## config.mk

```make
export PLATFORM = sky130hd
export DESIGN_NAME = ptw_walker
export DESIGN_NICKNAME = d
export VERILOG_FILES = /design/src/rtl/ptw_pkg.sv /design/src/rtl/ptw_base_reg.sv /design/src/rtl/ptw_addr_gen.sv /design/src/rtl/ptw_perm_eval.sv /design/src/rtl/ptw_walker.sv
export SDC_FILE = /design/constraint.sdc
export NUM_CORES = 1
export LEC_CHECK = 0
export BUFFER_PORTS_ARGS = -buffer_cell sky130_fd_sc_hd__buf_2
export CORE_ASPECT_RATIO = 0.5
export CORE_UTILIZATION = 49
export DETAILED_ROUTE_END_ITERATION = 10
export GPL_ROUTABILITY_DRIVEN = 0
export PLACE_DENSITY = 0.81
export SKIP_CTS_REPAIR_TIMING = 1
export SLEW_MARGIN = 20
export SYNTH_ARGS = -nofsm -noshare
export SYNTH_HDL_FRONTEND = slang
export SYNTH_HIERARCHICAL = 1
export SYNTH_SLANG_ARGS = --single-unit
```

## constraint.sdc

```tcl
create_clock -name clk -period 1.7 [get_ports clk]
set_input_delay 0.255 -clock clk [delete_from_list [all_inputs] [get_ports clk]]
set_output_delay 0.255 -clock clk [all_outputs]
set_load 0.03 [all_outputs]
```

## src/rtl/ptw_pkg.sv

```systemverilog
package ptw_pkg;

    localparam int unsigned PTW_XLEN  = 32;
    localparam int unsigned PTW_IDX_W = 10;
    localparam int unsigned PTW_OFF_W = 12;

    // entry flag positions
    localparam int unsigned PTE_PRESENT  = 0;
    localparam int unsigned PTE_WRITABLE = 1;
    localparam int unsigned PTE_USER     = 2;
    localparam int unsigned PTE_WTHRU    = 3;
    localparam int unsigned PTE_NOCACHE  = 4;
    localparam int unsigned PTE_ACCESSED = 5;
    localparam int unsigned PTE_DIRTY    = 6;

    typedef enum logic [1:0] {
        FAULT_NONE = 2'd0,
        FAULT_PAGE = 2'd1,
        FAULT_PROT = 2'd2
    } fault_e;

    typedef enum logic [2:0] {
        ST_IDLE,
        ST_READ_L1,
        ST_READ_L2,
        ST_UPDATE_PTE,
        ST_DONE
    } walk_state_e;

endpackage

```

## src/rtl/ptw_base_reg.sv

```systemverilog
module ptw_base_reg #(
    parameter int unsigned FRAME_W = 20
) (
    input  logic               clk,
    input  logic               rst_n,
    input  logic               kernel_mode,
    input  logic               wr_en,
    input  logic [FRAME_W-1:0] wr_frame,
    output logic [FRAME_W-1:0] base_frame
);

    logic [FRAME_W-1:0] frame_q;

    // privilege gate: user-mode loads are dropped
    always_ff @(posedge clk or negedge rst_n) begin
        if (!rst_n) begin
            frame_q <= '0;
        end else if (wr_en && kernel_mode) begin
            frame_q <= wr_frame;
        end
    end

    assign base_frame = frame_q;

endmodule

```

## src/rtl/ptw_addr_gen.sv

```systemverilog
module ptw_addr_gen #(
    parameter int unsigned XLEN  = 32,
    parameter int unsigned IDX_W = 10,
    parameter int unsigned OFF_W = 12
) (
    input  logic [XLEN-OFF_W-1:0] frame,
    input  logic [IDX_W-1:0]      index,
    output logic [XLEN-1:0]       entry_addr
);

    localparam int unsigned ENTRY_SHIFT = 2;

    always_comb begin
        entry_addr = (XLEN'(frame) << OFF_W) + (XLEN'(index) << ENTRY_SHIFT);
    end

endmodule

```

## src/rtl/ptw_perm_eval.sv

```systemverilog
module ptw_perm_eval
    import ptw_pkg::*;
#(
    parameter int unsigned XLEN = 32
) (
    input  logic            dir_writable,
    input  logic            dir_user,
    input  logic [XLEN-1:0] leaf_pte,
    input  logic            acc_write,
    input  logic            acc_user,
    output fault_e          leaf_fault,
    output logic [XLEN-1:0] upd_pte,
    output logic            upd_needed
);

    logic eff_writable;
    logic eff_user;
    logic perm_bad;

    always_comb begin
        eff_writable = dir_writable & leaf_pte[PTE_WRITABLE];
        eff_user     = dir_user & leaf_pte[PTE_USER];
        perm_bad     = (acc_user && !eff_user) || (acc_write && !eff_writable);

        if (!leaf_pte[PTE_PRESENT]) begin
            leaf_fault = FAULT_PAGE;
        end else if (perm_bad) begin
            leaf_fault = FAULT_PROT;
        end else begin
            leaf_fault = FAULT_NONE;
        end

        upd_pte = leaf_pte;
        upd_pte[PTE_ACCESSED] = 1'b1;
        if (acc_write) begin
            upd_pte[PTE_DIRTY] = 1'b1;
        end
        upd_needed = (upd_pte != leaf_pte);
    end

endmodule

```

## src/rtl/ptw_walker.sv

```systemverilog
module ptw_walker
    import ptw_pkg::*;
#(
    parameter int unsigned XLEN  = PTW_XLEN,
    parameter int unsigned IDX_W = PTW_IDX_W,
    parameter int unsigned OFF_W = PTW_OFF_W
) (
    input  logic                  clk,
    input  logic                  rst_n,
    input  logic                  kernel_mode,
    input  logic                  base_wr_en,
    input  logic [XLEN-OFF_W-1:0] base_wr_frame,
    input  logic                  req_valid,
    output logic                  req_ready,
    input  logic [XLEN-1:0]       req_vaddr,
    input  logic                  req_write,
    input  logic                  req_user,
    output logic                  mem_req_valid,
    output logic                  mem_req_write,
    output logic [XLEN-1:0]       mem_req_addr,
    output logic [XLEN-1:0]       mem_req_wdata,
    input  logic                  mem_resp_valid,
    input  logic [XLEN-1:0]       mem_resp_rdata,
    output logic                  done_valid,
    output logic [1:0]            done_fault,
    output logic [XLEN-1:0]       done_paddr
);

    localparam int unsigned FRAME_W = XLEN - OFF_W;
    localparam int unsigned L2_LSB  = OFF_W;
    localparam int unsigned L1_LSB  = OFF_W + IDX_W;

    walk_state_e state_q, state_d;

    logic               pending_q;
    logic [XLEN-1:0]    vaddr_q;
    logic               write_q;
    logic               user_q;
    logic [FRAME_W-1:0] root_frame_q;
    logic [FRAME_W-1:0] dir_frame_q;
    logic               dir_w_q;
    logic               dir_u_q;
    logic [XLEN-1:0]    leaf_pte_q;
    fault_e             fault_q;
    logic [XLEN-1:0]    paddr_q;

    logic [FRAME_W-1:0] base_frame_q;
    logic [XLEN-1:0]    l1_addr;
    logic [XLEN-1:0]    l2_addr;
    fault_e             leaf_fault;
    logic [XLEN-1:0]    upd_pte;
    logic               upd_needed;
    logic               resp_hit;

    ptw_base_reg #(
        .FRAME_W (FRAME_W)
    ) i_base (
        .clk         (clk),
        .rst_n       (rst_n),
        .kernel_mode (kernel_mode),
        .wr_en       (base_wr_en),
        .wr_frame    (base_wr_frame),
        .base_frame  (base_frame_q)
    );

    ptw_addr_gen #(
        .XLEN  (XLEN),
        .IDX_W (IDX_W),
        .OFF_W (OFF_W)
    ) i_l1_addr (
        .frame      (root_frame_q),
        .index      (vaddr_q[L1_LSB +: IDX_W]),
        .entry_addr (l1_addr)
    );

    ptw_addr_gen #(
        .XLEN  (XLEN),
        .IDX_W (IDX_W),
        .OFF_W (OFF_W)
    ) i_l2_addr (
        .frame      (dir_frame_q),
        .index      (vaddr_q[L2_LSB +: IDX_W]),
        .entry_addr (l2_addr)
    );

    ptw_perm_eval #(
        .XLEN (XLEN)
    ) i_perm (
        .dir_writable (dir_w_q),
        .dir_user     (dir_u_q),
        .leaf_pte     (mem_resp_rdata),
        .acc_write    (write_q),
        .acc_user     (user_q),
        .leaf_fault   (leaf_fault),
        .upd_pte      (upd_pte),
        .upd_needed   (upd_needed)
    );

    assign resp_hit = pending_q && mem_resp_valid;

    // state register
    always_ff @(posedge clk or negedge rst_n) begin
        if (!rst_n) begin
            state_q <= ST_IDLE;
        end else begin
            state_q <= state_d;
        end
    end

    // transitions
    always_comb begin
        state_d = state_q;
        unique case (state_q)
            ST_IDLE: begin
                if (req_valid) begin
                    state_d = ST_READ_L1;
                end
            end
            ST_READ_L1: begin
                if (resp_hit) begin
                    state_d = mem_resp_rdata[PTE_PRESENT] ? ST_READ_L2 : ST_DONE;
                end
            end
            ST_READ_L2: begin
                if (resp_hit) begin
                    if (leaf_fault != FAULT_NONE || !upd_needed) begin
                        state_d = ST_DONE;
                    end else begin
                        state_d = ST_UPDATE_PTE;
                    end
                end
            end
            ST_UPDATE_PTE: begin
                if (resp_hit) begin
                    state_d = ST_DONE;
                end
            end
            ST_DONE: begin
                state_d = ST_IDLE;
            end
            default: begin
                state_d = ST_IDLE;
            end
        endcase
    end

    // outputs
    always_comb begin
        req_ready     = 1'b0;
        mem_req_valid = 1'b0;
        mem_req_write = 1'b0;
        mem_req_addr  = '0;
        mem_req_wdata = '0;
        done_valid    = 1'b0;
        unique case (state_q)
            ST_IDLE: begin
                req_ready = 1'b1;
            end
            ST_READ_L1: begin
                mem_req_valid = !pending_q;
                mem_req_addr  = l1_addr;
            end
            ST_READ_L2: begin
                mem_req_valid = !pending_q;
                mem_req_addr  = l2_addr;
            end
            ST_UPDATE_PTE: begin
                mem_req_valid = !pending_q;
                mem_req_write = 1'b1;
                mem_req_addr  = l2_addr;
                mem_req_wdata = leaf_pte_q;
            end
            ST_DONE: begin
                done_valid = 1'b1;
            end
            default: begin
                req_ready = 1'b0;
            end
        endcase
    end

    assign done_fault = fault_q;
    assign done_paddr = paddr_q;

    // datapath registers
    always_ff @(posedge clk or negedge rst_n) begin
        if (!rst_n) begin
            pending_q    <= 1'b0;
            vaddr_q      <= '0;
            write_q      <= 1'b0;
            user_q       <= 1'b0;
            root_frame_q <= '0;
            dir_frame_q  <= '0;
            dir_w_q      <= 1'b0;
            dir_u_q      <= 1'b0;
            leaf_pte_q   <= '0;
            fault_q      <= FAULT_NONE;
            paddr_q      <= '0;
        end else begin
            if (mem_req_valid) begin
                pending_q <= 1'b1;
            end else if (mem_resp_valid) begin
                pending_q <= 1'b0;
            end

            if (state_q == ST_IDLE && req_valid) begin
                vaddr_q      <= req_vaddr;
                write_q      <= req_write;
                user_q       <= req_user;
                root_frame_q <= base_frame_q;
                fault_q      <= FAULT_NONE;
                paddr_q      <= '0;
            end

            if (state_q == ST_READ_L1 && resp_hit) begin
                dir_frame_q <= mem_resp_rdata[XLEN-1:OFF_W];
                dir_w_q     <= mem_resp_rdata[PTE_WRITABLE];
                dir_u_q     <= mem_resp_rdata[PTE_USER];
                if (!mem_resp_rdata[PTE_PRESENT]) begin
                    fault_q <= FAULT_PAGE;
                end
            end

            if (state_q == ST_READ_L2 && resp_hit) begin
                fault_q    <= leaf_fault;
                leaf_pte_q <= upd_pte;
                if (leaf_fault == FAULT_NONE) begin
                    paddr_q <= {mem_resp_rdata[XLEN-1:OFF_W], vaddr_q[OFF_W-1:0]};
                end
            end
        end
    end

endmodule

```

==> results.md <==
- Total wire length: 20300 um
- PwrDens: 1930 mW/mm^2
- Clock latency on the worst-skew pair: 0.42 ns
- Worst-path clk slew: around 0.080 ns
- Failing checks: setup timing
- Register area: between 0.004 and 0.005 mm^2
- Fill count: 1137
- Power after layout: 20.2 mW
- Crit path max fanout: 8
- CP Launch Type: flip-flop
- Hold Startpoint: mem_resp_rdata[9]
- Height of the die: between 90 and 100 um
- Final period util: 1.25
- Sequential area share after synthesis: 0.508
- Max incr delay on CP: approximately 0.46 ns
- Crit-path leading delay family: buffers and inverters
- WL met1: 9090 um
- Worst reg2reg startpoint: state_q[0]$_DFFE_PN0P_
- CTS Buf Count: 17
- Int Pwr: 12.8 mW
- DP Wirelength: ~12000 um
- Dpl cells: about 950
- Switch share: 0.367
- Layout cells sized above 1: 0.562
- Num Clock Sinks: 166
- Clock Skews: 0.0123 ns
- Total core area: 0.0159 mm^2
- R2r setup slk: -0.26 ns
- Syn Std Cell Area: 0.00818 mm^2
- Final max-slew violation count: 0
- Dominant synthesized flop cell: dfrtp_1
- Vias/cell: 5.20
- Die Width: 185 um
- Outcome: finished with violations
- Post-route cell area: 0.0105 mm^2
- Hold/Removal Path Class: in -> reg
- Grt total ovfl: 0
- Total number of vias: 5218
- Fraction of registers with async set/reset: 1.00
- Setup CP Type: reg -> out
- Multi-input combinational cell area: 0.00309 mm^2
- Initial core utilization: 0.516
- Full die area: 0.0172 mm^2
- Final setup vio count: 197
- H-Tree Depth: 4
- Wire length on met2: 9960 um
- First-pass GRT wire length: between 20000 and 30000 um
- Worst path cell trace: buf_6, nor3b_4, buf_6, buf_8, a22o_2, buf_4
- Clock share of power: 0.194
- Residual DRC: 0
- Post-synth EDFFs: 0
- Max clock buf depth: 2
- Reg2reg path depth: 4
- Switching power: 7.43 mW
- GRT Util Overall: 0.205
- Initial antenna violation count: 1
- Final hold slack: between 0.06 and 0.07 ns
- Synth cell types: 38
- Crit path arrival time: 1.87 ns
- Synthesis-to-layout area growth: 28.4%
- Comb pwr share: 0.485
- Maximum vdd drop: about 0.0012 V
- Per-cell routed wire length: 20.3 um
- Largest net degree at the start of global routing: 45
- Hold path cells: 2
- Synth Warn #: 6
- Root cell of the clock tree: clkbuf_16
- Placed instance area: about 0.0089 mm^2
- Leakage: 5.34 nW
- R2r endpoint: root_frame_q[2]$_DFFE_PN0P_
- Post-Syn Area per Cell: 12.9 um^2
- WL met3: around 1100 um
- Buf+Inv Stages, Crit Path: 4
- 1st-iter DRT viols: 324
- Crit. End Element: output port
- Yosys reg bits: 166
- Pre-Repair DR Iteration Count: 5
- Final Hold Viols: 0
- Nets: 860
- Most used cell, CP: buf_6
- Max-capacitance violation count: 0
- Fmax achieved: 0.470 GHz
- RSZ-0062 raised after global routing: yes
- CP required: about 1.4 ns
- Min cycle time layout: 2.13 ns
- Part of the power in registers: 0.321
- Worst setup margin: -0.429 ns
- Vias in the first global route: 5140
- Finished Layout Cells: 1003
- Highest routed layer: met4
- PortBufs: 191
- WHS Endpoint: leaf_pte_q[9]$_DFFE_PN0P_
- Synthesized instance count: 632
- ANT nets after route: 0
- Row count: 32
- Slowest CP cell: dfrtp_2
- Top-Level Pins: 194
- TritonCTS clock tree: built
## synth_stat cells (2+ instances only)
library cell  count  area share
buf_6            11       0.015
mux2_1           20       0.028
buf_4            99       0.091
or4b_1            2      0.0024
a31oi_1           2      0.0015
nand2_1          35       0.016
inv_1            35       0.016
buf_2             9      0.0055
and2_1            4      0.0031
nor3_1            2      0.0012
and3_1           32       0.024
o21ai_0           2      0.0012
conb_1            3      0.0014
mux2i_1          32       0.039
mux2_2           34       0.047
dfrtp_1         166        0.51
mux2_4           74        0.14
o2bb2ai_1         2      0.0021
nor2_1            4      0.0018
clkbuf_1         14      0.0064
nor3b_1           2      0.0018
a22o_1           32       0.034
## metal layers
layer  global-route usage  vias up
li1                     -     2331
met1                0.269     2719
met2                0.344      149
met3               0.0456       19
met4               0.0544        0
met5                    0        -
## cell usage in the layout, fill, tap and decap left out, types with 6 or more instances in the layout
master       n
mux2i_1     29
mux2_1      20
a22o_1       6
a22o_2      24
dfrtp_1    164
and3_4       6
buf_12      14
and3_1      26
clkbuf_16   27
nand2_1     35
buf_6       76
buf_2      124
buf_4       18
mux2_2      34
inv_1       35
mux2_4      74
## kinds of logic after synthesis
group / Yosys count / share of synthesized area
other: 3 / 0.00138
AO/OA/AOI/OAI: 46 / 0.0467
flip-flops: 166 / 0.508
buffers and inverters: 168 / 0.134
AND/OR/NAND/NOR: 89 / 0.0607
multiplexers: 160 / 0.249
## sequential cells by signal, summed over array words and instances (netlist names)
register / count
dir_frame_q: 20
dir_u_q: 1
dir_w_q: 1
done_fault: 2
done_paddr: 32
i_base/base_frame: 20
leaf_pte_q: 32
pending_q: 1
root_frame_q: 20
state_q: 3
user_q: 1
vaddr_q: 32
write_q: 1
## power groups by stage
stage,Clock (mW),Sequential [mW],Combinational (mW)
2_1_floorplan,0,6.45,6.56
3_3_place_gp,0,6.40,7.44
3_5_place_dp,0,6.49,7.66
4_1_cts,3.96,6.44,7.68
5_1_grt,4.15,6.66,10.3
6_report,3.92,6.49,9.82
## layout make-up
type	instances	share of cell area
flip-flops and latches	166	0.396
multi-input cells	300	0.294
repair buffers	248	0.214
clock buffers	18	0.0418
well taps	221	0.0263
clock inverters	14	0.0150
inverters	35	0.0125
diodes	1	0.000238
## how the worst max path moves through the flow
| stage | from | endpoint | slack (ns) | cells after the start |
|---|---|---|---|---|
| 3_5_place_dp | state_q[2]$_DFFE_PN0P_ | dir_frame_q[14]$_DFFE_PN0P_ | -0.11 | 5 |
| 6_report | state_q[2]$_DFFE_PN0P_ | mem_req_addr[27] | -0.43 | 6 |
| 4_1_cts | state_q[2]$_DFFE_PN0P_ | mem_req_addr[29] | -0.54 | 5 |
| 5_1_grt | state_q[2]$_DFFE_PN0P_ | mem_req_addr[27] | -0.48 | 6 |
| 2_1_floorplan | state_q[2]$_DFFE_PN0P_ | dir_frame_q[0]$_DFFE_PN0P_ | -0.03 | 6 |
| 3_3_place_gp | state_q[2]$_DFFE_PN0P_ | dir_frame_q[17]$_DFFE_PN0P_ | -0.05 | 5 |
## through the flow
step	util	setup TNS, ns	setup WS (ns)
after floorplan	-	-1.87	-0.0307
after global placement	0.562	-1.47	-0.0544
after detailed placement	0.562	-7.13	-0.114
after CTS	0.599	-36.33	-0.538
after global routing	0.662	-53.91	-0.485
final	0.663	-43.05	-0.429
## worst register-to-register path: cells and delay by family, from the launching register on
kind	cells	cell delay [ns]
multiplexers	1	0.31
buffers and inverters	2	0.42
flip-flops	1	0.45
AND/OR/NAND/NOR	1	0.66
Power figures use the tool's default switching activity.
